### config.mk
export PLATFORM = sky130hd
export DESIGN_NAME = usec_frac_timer
export DESIGN_NICKNAME = d
export VERILOG_FILES = /design/src/rtl/usec_timer_pkg.sv /design/src/rtl/usec_presc.sv /design/src/rtl/usec_count.sv /design/src/rtl/usec_regs.sv /design/src/rtl/usec_frac_timer.sv
export SDC_FILE = /design/constraint.sdc
export NUM_CORES = 1
export LEC_CHECK = 0
export BUFFER_PORTS_ARGS = -buffer_cell sky130_fd_sc_hd__buf_4
export CAP_MARGIN = 30
export CORE_UTILIZATION = 51
export DETAILED_ROUTE_END_ITERATION = 10
export GPL_TIMING_DRIVEN = 0
export HOLD_SLACK_MARGIN = 0.06
export PLACE_DENSITY = 0.76
export SLEW_MARGIN = 0
export SYNTH_ARGS = -nofsm -noshare
export SYNTH_HDL_FRONTEND = slang
export SYNTH_SLANG_ARGS = --single-unit
### constraint.sdc
create_clock -name clk -period 5.18 [get_ports clk]
set_clock_uncertainty 0.05 [all_clocks]
set_input_delay 0.259 -clock clk [delete_from_list [all_inputs] [get_ports clk]]
set_output_delay 0.259 -clock clk [all_outputs]
set_load 0.03 [all_outputs]
### src/rtl/usec_timer_pkg.sv
package usec_timer_pkg;

  // Byte offsets of the two registers; software depends on these.
  localparam int unsigned OFS_COUNT = 0;
  localparam int unsigned OFS_CFG   = 4;

  typedef enum logic [1:0] {
    SEL_NONE  = 2'd0,
    SEL_COUNT = 2'd1,
    SEL_CFG   = 2'd2
  } reg_sel_e;

endpackage

### src/rtl/usec_presc.sv
// Fractional prescaler: the accumulator gains (mul+1) per enabled cycle and
// gives back (div+1) whenever it reaches that limit, issuing one tick.
module usec_presc #(
  parameter int unsigned FIELD_W = 8
) (
  input  logic               clk,
  input  logic               rst_n,
  input  logic               en,
  input  logic               clr,
  input  logic [FIELD_W-1:0] mul_f,
  input  logic [FIELD_W-1:0] div_f,
  output logic               tick,
  output logic [FIELD_W:0]   acc_o
);
  localparam int unsigned ACC_W = FIELD_W + 1;

  // Factor stored as n-1 -> actual factor, one bit wider.
  function automatic logic [ACC_W-1:0] factor(input logic [FIELD_W-1:0] f);
    return {1'b0, f} + ACC_W'(1);
  endfunction

  logic [ACC_W-1:0] acc_q;
  logic [ACC_W-1:0] acc_d;
  logic [ACC_W-1:0] inc;
  logic [ACC_W-1:0] lim;
  logic [ACC_W-1:0] sum;
  logic             bad_ratio;
  logic             reach;

  always_comb begin
    inc       = factor(mul_f);
    lim       = factor(div_f);
    sum       = acc_q + inc;
    bad_ratio = (mul_f > div_f);
    reach     = (sum >= lim);
    tick      = en && !clr && (bad_ratio || reach);
  end

  always_comb begin
    if (clr)            acc_d = '0;
    else if (!en)       acc_d = acc_q;
    else if (bad_ratio) acc_d = '0;
    else if (reach)     acc_d = sum - lim;
    else                acc_d = sum;
  end

  always_ff @(posedge clk or negedge rst_n) begin
    if (!rst_n) acc_q <= '0;
    else        acc_q <= acc_d;
  end

  assign acc_o = acc_q;
endmodule

### src/rtl/usec_count.sv
// Free-running counter, one step per tick, silent wrap.
module usec_count #(
  parameter int unsigned CNT_W = 32
) (
  input  logic             clk,
  input  logic             rst_n,
  input  logic             step,
  output logic [CNT_W-1:0] cnt
);
  logic [CNT_W-1:0] cnt_q;

  always_ff @(posedge clk or negedge rst_n) begin
    if (!rst_n)    cnt_q <= '0;
    else if (step) cnt_q <= cnt_q + CNT_W'(1);
  end

  assign cnt = cnt_q;
endmodule

### src/rtl/usec_regs.sv
// Register decode: raw counter view and the ratio configuration word.
module usec_regs
  import usec_timer_pkg::*;
#(
  parameter int unsigned CNT_W   = 32,
  parameter int unsigned FIELD_W = 8,
  parameter int unsigned ADDR_W  = 4,
  parameter int unsigned DATA_W  = 32,
  parameter logic [2*FIELD_W-1:0] CFG_RST = 16'h000C
) (
  input  logic                 clk,
  input  logic                 rst_n,
  input  logic                 wr,
  input  logic [ADDR_W-1:0]    addr,
  input  logic [DATA_W-1:0]    wdata,
  input  logic [CNT_W-1:0]     cnt,
  output logic [DATA_W-1:0]    rdata,
  output logic [2*FIELD_W-1:0] cfg,
  output logic                 cfg_wr
);
  localparam int unsigned CFG_W = 2 * FIELD_W;

  reg_sel_e         sel;
  logic [CFG_W-1:0] cfg_q;

  always_comb begin
    if (addr == ADDR_W'(OFS_COUNT))    sel = SEL_COUNT;
    else if (addr == ADDR_W'(OFS_CFG)) sel = SEL_CFG;
    else                               sel = SEL_NONE;
  end

  assign cfg_wr = wr && (sel == SEL_CFG);

  always_ff @(posedge clk or negedge rst_n) begin
    if (!rst_n)      cfg_q <= CFG_RST;
    else if (cfg_wr) cfg_q <= wdata[CFG_W-1:0];
  end

  always_comb begin
    unique case (sel)
      SEL_COUNT: rdata = DATA_W'(cnt);
      SEL_CFG:   rdata = DATA_W'(cfg_q);
      default:   rdata = '0;
    endcase
  end

  assign cfg = cfg_q;
endmodule

### src/rtl/usec_frac_timer.sv
// Top: register port, fractional prescaler and microsecond counter.
module usec_frac_timer #(
  parameter int unsigned CNT_W   = 32,
  parameter int unsigned FIELD_W = 8,
  parameter int unsigned ADDR_W  = 4,
  parameter int unsigned DATA_W  = 32
) (
  input  logic              clk,
  input  logic              rst_n,
  input  logic              tmr_en,
  input  logic              reg_wr,
  input  logic [ADDR_W-1:0] reg_addr,
  input  logic [DATA_W-1:0] reg_wdata,
  output logic [DATA_W-1:0] reg_rdata,
  output logic              usec_tick
);
  localparam int unsigned CFG_W = 2 * FIELD_W;

  logic [CFG_W-1:0] cfg_q;
  logic             cfg_wr;
  logic [CNT_W-1:0] cnt_q;
  logic [FIELD_W:0] acc_q;
  logic             tick_w;

  usec_regs #(
    .CNT_W(CNT_W), .FIELD_W(FIELD_W), .ADDR_W(ADDR_W), .DATA_W(DATA_W),
    .CFG_RST(CFG_W'(16'h000C))
  ) u_regs (
    .clk(clk), .rst_n(rst_n), .wr(reg_wr), .addr(reg_addr),
    .wdata(reg_wdata), .cnt(cnt_q), .rdata(reg_rdata),
    .cfg(cfg_q), .cfg_wr(cfg_wr)
  );

  usec_presc #(.FIELD_W(FIELD_W)) u_presc (
    .clk(clk), .rst_n(rst_n), .en(tmr_en), .clr(cfg_wr),
    .mul_f(cfg_q[CFG_W-1:FIELD_W]), .div_f(cfg_q[FIELD_W-1:0]),
    .tick(tick_w), .acc_o(acc_q)
  );

  usec_count #(.CNT_W(CNT_W)) u_count (
    .clk(clk), .rst_n(rst_n), .step(tick_w), .cnt(cnt_q)
  );

  assign usec_tick = tick_w;
endmodule

Word level (Yosys, flattened, before mapping)
Cells that the tools add are included.

$add $sub $neg: 5. Shifts and indexed selects: 0. Divide/modulo/power cells: 0. $lt $le $gt $ge: 2. Equality and inequality tests: 3. Bitwise gates (word level): 0. Muxes and demuxes: 7. Reductions and logical operators: 7. Multiply operators: 0.

Operator list (number): 32-bit one-hot mux with 2 select lines (1); 9-bit 2-to-1 mux (4); 32-bit by 1-bit adder with 32-bit output (second input constant) (1); 8-bit by 1-bit adder with 9-bit output (second input constant) (2); 9-bit adder (1); 9-bit greater-or-equal comparator (1); 9-bit subtractor (1); 8-bit > comparator (1); 4-bit by 3-bit == test with 1-bit output (second input constant) (1); 4-bit zero test (1); 2-bit 2-to-1 mux (2); 1-bit logical AND (3); 2-bit by 1-bit == test with 1-bit output (second input constant) (1); 2-bit == test (second input constant) (1); 2-bit nonzero test (1); 1-bit zero test (1); 1-bit logical OR (1).

Latch bits: 0. Bits in writable memories: 0. Memories kept: 0. Flip-flop bits (word level): 57. Bits in read-only memories: 0. Logic and storage cells: 27. Output and inout port bits: 33.

Longest topological paths before layout
Gate-level depths: netlist (run 1).

Depth after elaboration: 8. Mapped depth: 15.

Cells and area by module
A second synthesis (run 1) with hierarchy kept.

Cells, all modules: 378. Area, all modules: 3856.2 µm².

Modules (own cells, without submodules): usec_presc (area an instance 1477.7 µm², times used 1, sequential area each 225.2 µm², cells each 182); usec_count (area an instance 1448.9 µm², times used 1, sequential area each 800.8 µm², cells each 123); usec_regs (area an instance 929.6 µm², times used 1, sequential area each 402.9 µm², cells each 73).

Worst setup path after synthesis (run 1)
No wires, ideal clock.

Path type: reg-to-reg. Start point: reg u_regs.cfg_q[8], in the netlist u_regs.cfg[8]. End point: reg u_count.cnt_q[1], in the netlist u_count.cnt[1]. Setup time: 0.125 ns. Cell stages (with the launch flop): 15. Path buffers: 0. Path slack: 1.578 ns. Arrival time: 3.427 ns. Required time: 5.005 ns. Path through: dfrtp_1 inv_1 ha_1 fa_1 nand2b_1 a21oi_1 nor3_1 xnor2_1 ha_1 a21o_1 a31oi_1 a21boi_2 a211oi_4 nor2_1 mux2_2.

Cells in the longest elaborated chain, start to end: 5. Elaborated cells on any way between the ends: 6. Those cells by class: 2 x add/sub; 2 x order compare; 2 x reduce/logical.

Ends and longest elaborated chain: start: declaration (RTL line usec_regs.sv:24) `logic [CFG_W-1:0] cfg_q;`; start signal: assignment (RTL line usec_regs.sv:36) `else if (cfg_wr) cfg_q <= wdata[CFG_W-1:0];`; 8-bit by 1-bit adder with 9-bit output (RTL line usec_presc.sv:19) `return {1'b0, f} + ACC_W'(1);`; 9-bit adder (RTL line usec_presc.sv:33) `sum = acc_q + inc;`; 9-bit greater-or-equal comparator (RTL line usec_presc.sv:35) `reach = (sum >= lim);`; 1-bit logical OR (*) (RTL line usec_presc.sv:36) `tick = en && !clr && (bad_ratio || reach);`; 1-bit logical AND (*) (RTL line usec_presc.sv:36); named net usec_tick (RTL line usec_frac_timer.sv:15) `output logic usec_tick`; end signal: assignment (RTL line usec_count.sv:14) `else if (step) cnt_q <= cnt_q + CNT_W'(1);`; end: declaration (RTL line usec_count.sv:10) `logic [CNT_W-1:0] cnt_q;`.

Mark *: on every way through the listed nets, which the timed path passes. The rest lies on a longest branch. A chain may end at the register's enable or synchronous reset.

Worst setup path after layout (run 1)
Start point: reg u_regs.cfg_q[8], in the netlist u_regs.cfg[8]. End point: out usec_tick.

Cells in the longest elaborated chain, start to end: 5. Elaborated cells on any way between the ends: 6. Those cells by class: 2 x add/sub; 2 x order compare; 2 x reduce/logical.

Ends and longest elaborated chain (RTL line): 8-bit by 1-bit adder with 9-bit output (usec_presc.sv:19); 9-bit adder (usec_presc.sv:33); 9-bit greater-or-equal comparator (usec_presc.sv:35); 1-bit logical OR (*) (usec_presc.sv:36); 1-bit logical AND (*) (usec_presc.sv:36); end: declaration (usec_frac_timer.sv:15).

Mark *: on every way between the ends. The rest lies on a longest branch, timed or not.

==> results of run 1 <==
through the flow:
step	cells	total power, W	area, um2	utilization
3_5_place_dp	555	0.00202	4490	0.610
6_report	572	0.00240	4670	0.634
2_1_floorplan	399	0.00170	3940	-
3_3_place_gp	554	0.00196	4490	0.609
5_1_grt	572	0.00260	4670	0.634
4_1_cts	572	0.00239	4670	0.634
area by class of cell:
class,count,share of cell area
clock buffer,13,0.0319
sequential,57,0.306
multi-input combinational,312,0.512
timing repair buffer,58,0.0932
buffer,11,0.0118
clock inverter,3,0.00375
inverter,19,0.0153
tap,99,0.0265
sequential cells by signal, indices dropped and copies added, names as in the netlist:
signal and count:
u_count.cnt 32, u_presc.acc_o 9, u_regs.cfg 16
worst max path at each step:
stage                           end  slack, ns  cells past startpoint
floorplan            u_count.cnt[1]       1.58                     14
global route              usec_tick       0.64                     14
finish                    usec_tick       0.85                     14
detailed placement  u_count.cnt[11]       1.13                     15
CTS                       usec_tick       0.83                     14
global placement    u_count.cnt[11]       1.19                     15
worst max-delay path, cell delays in order, from the launching register on:
cell and delay, ns:
dfrtp_1 0.38, inv_1 0.08, ha_1 0.23, fa_1 0.41, nand2b_1 0.18, a21oi_1 0.26, nor3_1 0.11, xnor2_1 0.24
ha_1 0.33, a21o_1 0.23, a31oi_1 0.27, nand4_1 0.26, a211oi_4 0.38, nor2_1 0.14, buf_4 0.19
layer usage:
layer	part of all wire	vias up	global-route usage
li1	-	1585	-
met1	0.45	1575	0.316
met2	0.49	70	0.431
met3	0.034	14	0.0279
met4	0.024	0	0.122
met5	0	-	0
cell usage after synthesis, drive strengths merged:
| cell | n | area share |
|---|---|---|
| nor3b | 4 | 0.0076 |
| dfstp | 2 | 0.013 |
| nand2 | 32 | 0.030 |
| and4b | 1 | 0.0025 |
| xor2 | 32 | 0.071 |
| a21oi | 12 | 0.015 |
| buf | 5 | 0.0082 |
| nor3 | 22 | 0.028 |
| fa | 2 | 0.010 |
| dfrtp | 55 | 0.35 |
| and3 | 4 | 0.0063 |
| clkbuf | 6 | 0.0057 |
| a211oi | 3 | 0.0089 |
| nand3 | 18 | 0.023 |
| inv | 19 | 0.018 |
| nand4bb | 1 | 0.0029 |
| a31oi | 2 | 0.0032 |
| a21o | 5 | 0.0095 |
| nor2 | 11 | 0.010 |
| nor2b | 2 | 0.0032 |
| and2 | 18 | 0.029 |
| o21a | 2 | 0.0038 |
| ha | 27 | 0.086 |
| o21bai | 1 | 0.0019 |
| a21boi | 2 | 0.0057 |
| xnor2 | 17 | 0.038 |
| nand4b | 2 | 0.0044 |
| nand4 | 7 | 0.016 |
| o2111a | 1 | 0.0029 |
| nand3b | 1 | 0.0019 |
| o22ai | 1 | 0.0016 |
| nor4 | 11 | 0.021 |
| nor4b | 4 | 0.014 |
| mux2i | 8 | 0.020 |
| nand2b | 3 | 0.0048 |
| and4 | 3 | 0.0073 |
| or3 | 1 | 0.0016 |
| o311ai | 1 | 0.0022 |
| mux2 | 17 | 0.049 |
| or4b | 2 | 0.0051 |
| o21ai | 15 | 0.019 |
| a22o | 17 | 0.038 |
report_power, final:
group / switching, W / leakage (nW) / internal (W)
clock network: 0.000182 / 0.0834 / 0.000185
logic: 0.000785 / 1.50 / 0.000611
registers: 0.0000979 / 0.742 / 0.000535
total: 0.00106 / 2.33 / 0.00133
logic make-up after synthesis:
kind of cell | share of synthesized area
AOI/OAI and AO/OA | 0.112
xor gates and xnor gates | 0.109
adders and majority gates | 0.0958
buffers and inverters | 0.0320
DFF | 0.362
muxes | 0.0688
and+or+nand+nor | 0.220
timing repair:
item	4_1_cts	5_1_grt
hold buffers	1	0
hold endpoints to repair	55	0
setup endpoints to repair	0	0
==> flow_summary.json, run 1 <==
{
  "status": "finished, final reports clean",
  "die_x_um": 89.9,
  "finalCritPeriodShare": 0.836,
  "regArea_um2": 1430,
  "h-tree-depth": 3,
  "worst-r2r-setup-slack_ns": 1.10,
  "mostFrequentLayoutCells": "buf_4 (57), dfrtp_1 (55), nand2_1 (32), xor2_1 (32), ha_1 (27)",
  "ys_types": 56,
  "setup_violations": 0,
  "worst_slack_ns": 0.852,
  "antenna_found_initial": 0,
  "start_util": 0.535,
  "avgViaCountPerCell": 5.67,
  "hold_viol_final": 0,
  "synth_nets": 468,
  "clk_latency_ns": 0.35,
  "required_ns": 4.87,
  "rsz0062_at_grt": "false",
  "tightest_slew_ns": 0.735,
  "via_count": 3244,
  "numPortBuffers": 56,
  "n_fill_cell": 638,
  "yosysSeqAreaShare": 0.362,
  "clockBufferDepth": 2,
  "crit_type": "reg -> out",
  "hold_end": "u_regs.cfg[0]",
  "cts_sinks": 57,
  "synth-seq-cells": 57,
  "p_leak_nw": 2.33,
  "syn_avg_cell_area_um2": 9.88,
  "hold_slack_ns": 0.0869,
  "layout_min_cycle_time_ns": 4.33,
  "antenna_left": 0,
  "gp_congestion": 0.844,
  "max_cap_viol_count": 0,
  "hold_depth": 2,
  "cp_max_fo": 5,
  "worst-r2r-cell-count": 15,
  "pre_cts_ws_ns": 1.13,
  "areaGrowthSynthToFinish_pct": 18.4,
  "worstHoldStart": "reg_wdata[0]",
  "drive_gt1_frac": 0.222,
  "final_common_cell": "buf_4",
  "dieArea_um2": 8090,
  "drt_iter0_markers": 158,
  "cts_buffers": 9,
  "ir_drop_uv": 486,
  "powerDensity_nw_per_um2": 513,
  "slew_viol_final": 0,
  "yosys_warnings": 0,
  "timing.rr.end": "u_count.cnt[11]",
  "rows": 31,
  "cts_setup_buffers": 0,
  "cts_tree": "built",
  "core_area_um2": 7370,
  "dp_hpwl_um": 7230,
  "multi_input_area_um2": 2390,
  "max_freq_mhz": 231,
  "synthCells": 399,
  "mappedNetlistArea_um2": 3940,
  "grt_usage": 0.251,
  "gr-total-overflow": 0,
  "ctsResizeCount": 0,
  "clockRootBuffer": "clkbuf_8",
  "wl_um": 9520,
  "arrival_ns": 4.02,
  "die_h_um": 89.9,
  "ios": 73,
  "cp-end-kind": "output port",
  "grt_pass1_wl_um": 16000,
  "clk_pin_slew_ns": 0.07,
  "r2r-start": "u_regs.cfg[8]",
  "hold_class": "in -> reg",
  "drt_pass1_iterations": 4,
  "grt_max_degree": 58,
  "cp-startpoint": "u_regs.cfg[8]",
  "drc_errors": 0,
  "grt_pass1_vias": 3302,
  "worst_setup_path_start_kind": "register",
  "final_nets": 537,
  "routedWlPerCell_um": 16.6,
  "relSlewSlack": 0.510,
  "fin_setup_tns_ns": 0,
  "antenna_cells": 0
}
(Power assumes the default switching activity.)
==> run 2: changes to the inputs <==
- PLACE_DENSITY: 0.76 -> 0.79
- clock period: 5.18 -> 3.5 ns (I/O delays scaled with it)
==> flow_summary.json, run 2 (synthesis gave the netlist of run 1 again) <==
{
  "max_freq_mhz": 265,
  "numPortBuffers": 56,
  "powerDensity_nw_per_um2": 833,
  "drt_iter0_markers": 221,
  "clk_latency_ns": 0.35,
  "relSlewSlack": 0.313,
  "cp_max_fo": 7,
  "ir_drop_uv": 776,
  "tightest_slew_ns": 1.02,
  "n_fill_cell": 535,
  "hold_class": "in -> reg",
  "hold_slack_ns": 0.192,
  "via_count": 3552,
  "final_cell_area_um2": 5360,
  "crit_type": "reg -> out",
  "arrival_ns": 3.54,
  "grt_use_met2": 0.460,
  "drc_errors": 0,
  "antenna_cells": 0,
  "grt_pass1_vias": 3570,
  "dp_hpwl_um": 7180,
  "hold_viol_final": 0,
  "largest_reg_flops": 32,
  "die_x_um": 89.9,
  "cts_buffers": 9,
  "status": "complete, but fails checks",
  "drt_pass1_iterations": 4,
  "final_common_cell": "buf_4",
  "rsz0062_at_grt": "true",
  "grt_pass1_wl_um": 17300,
  "ios": 73,
  "gp_congestion": 0.880,
  "layout_min_cycle_time_ns": 3.77,
  "areaGrowthSynthToFinish_pct": 36.0,
  "grt_max_degree": 58,
  "antenna_found_initial": 0,
  "mostFrequentLayoutCells": "buf_4 (72), dfrtp_1 (55), nand2_1 (32), xor2_1 (32), ha_1 (24)",
  "clockBufferDepth": 2,
  "final_nets": 573,
  "required_ns": 3.27,
  "cts_sinks": 57,
  "core_area_um2": 7370,
  "die_h_um": 89.9,
  "grtUsageMet1": 0.323,
  "h-tree-depth": 3,
  "max_cap_viol_count": 0,
  "routedWlPerCell_um": 18.2,
  "start_util": 0.535,
  "clockRootBuffer": "clkbuf_8",
  "antenna_left": 0,
  "slew_viol_final": 0,
  "worst_slack_ns": -0.268,
  "dieArea_um2": 8090,
  "gr-total-overflow": 0,
  "violations": "setup timing",
  "cts_tree": "built",
  "grt_usage": 0.271,
  "clk_pin_slew_ns": 0.07,
  "placed_cell_area_um2": 4490,
  "p_leak_nw": 2.61,
  "wl_um": 11000,
  "finalCritPeriodShare": 1.08,
  "grt.busiest_layer": "met2",
  "avgViaCountPerCell": 5.84,
  "worst_setup_path_start_kind": "register",
  "rows": 31,
  "drive_gt1_frac": 0.306,
  "cp-end-kind": "output port",
  "met3_usage": 0.0525,
  "setup_violations": 35
}
[run 2: changes by cell type in the layout (fill, tap and decap cells not counted), moves of 4 or more]
| cell | delta |
|---|---|
| nor4_1 | -9 |
| buf_6 | +4 |
| buf_4 | +15 |
| nor4_2 | +6 |
| dlygate4sd3_1 | +16 |
[run 2: per-layer routing]
layer | up-vias | part of all wire
met5 | - | 0
met4 | 0 | 0.026
met3 | 29 | 0.050
met2 | 131 | 0.51
met1 | 1739 | 0.41
li1 | 1653 | -
[run 2: timing repair]
action | 4_1_cts | 5_1_grt
setup endpoints to repair | 42 | 42
buffers inserted | 13 | 7
gates resized for setup | 16 | 40
pin swaps | 12 | 9
hold buffers | 17 | 0
cloned | 1 | 2
endpoints found under the hold margin | 71 | 0
[run 2: final timing paths]
| check | startpoint | endpoint | slack, ns | depth (start not counted) |
|---|---|---|---|---|
| max in group asynchronous | rst_n | u_count.cnt[15] | 2.54 | 2 |
| min in group asynchronous | rst_n | u_count.cnt[19] | 0.37 | 2 |
| setup / recovery | u_regs.cfg[2] | usec_tick | -0.27 | 11 |
| setup reg to reg | u_regs.cfg[2] | u_count.cnt[27] | -0.20 | 13 |
| hold reg to reg | u_count.cnt[31] | u_count.cnt[31] | 0.42 | 1 |
| hold / removal | tmr_en | u_presc.acc_o[2] | 0.19 | 4 |
[run 2: worst max-delay path, cell delays in order (launching register included)]
cell	delay, ns
dfstp_2	0.51
clkbuf_1	0.32
nand3_1	0.22
nor3_1	0.38
xnor2_1	0.14
ha_1	0.33
a21o_1	0.21
a31oi_4	0.21
nand4_1	0.22
a211oi_4	0.39
nor2_2	0.10
buf_6	0.15
[run 2: layout make-up]
| class | count | area, um2 | area share |
|---|---|---|---|
| Clock inverter | 2 | 35.0 | 0.00653 |
| Buffer | 10 | 67.6 | 0.0126 |
| Sequential cell | 57 | 1430 | 0.266 |
| Tap cell | 99 | 124 | 0.0231 |
| Inverter | 19 | 71.3 | 0.0133 |
| Multi-Input combinational cell | 312 | 2660 | 0.496 |
| Timing Repair Buffer | 95 | 806 | 0.150 |
| Clock buffer | 14 | 173 | 0.0322 |
[run 2: power breakdown]
part / total (W) / internal [W] / switching [W]
Combinational: 0.00286 / 0.00141 / 0.00145
Clock: 0.000663 / 0.000387 / 0.000276
Sequential: 0.000944 / 0.000792 / 0.000152
Total: 0.00447 / 0.00258 / 0.00188
[run 2: metrics by stage]
step / setup TNS [ns] / std cells / util / worst slack, ns / total power (W)
2_1_floorplan: -0.0139 / 399 / - / -0.00642 / 0.00252
3_3_place_gp: -16.81 / 554 / 0.609 / -0.531 / 0.00290
3_5_place_dp: -21.12 / 554 / 0.609 / -0.639 / 0.00298
4_1_cts: -4.83 / 600 / 0.685 / -0.244 / 0.00393
5_1_grt: -9.96 / 608 / 0.728 / -0.368 / 0.00473
6_report: -5.29 / 608 / 0.728 / -0.268 / 0.00447
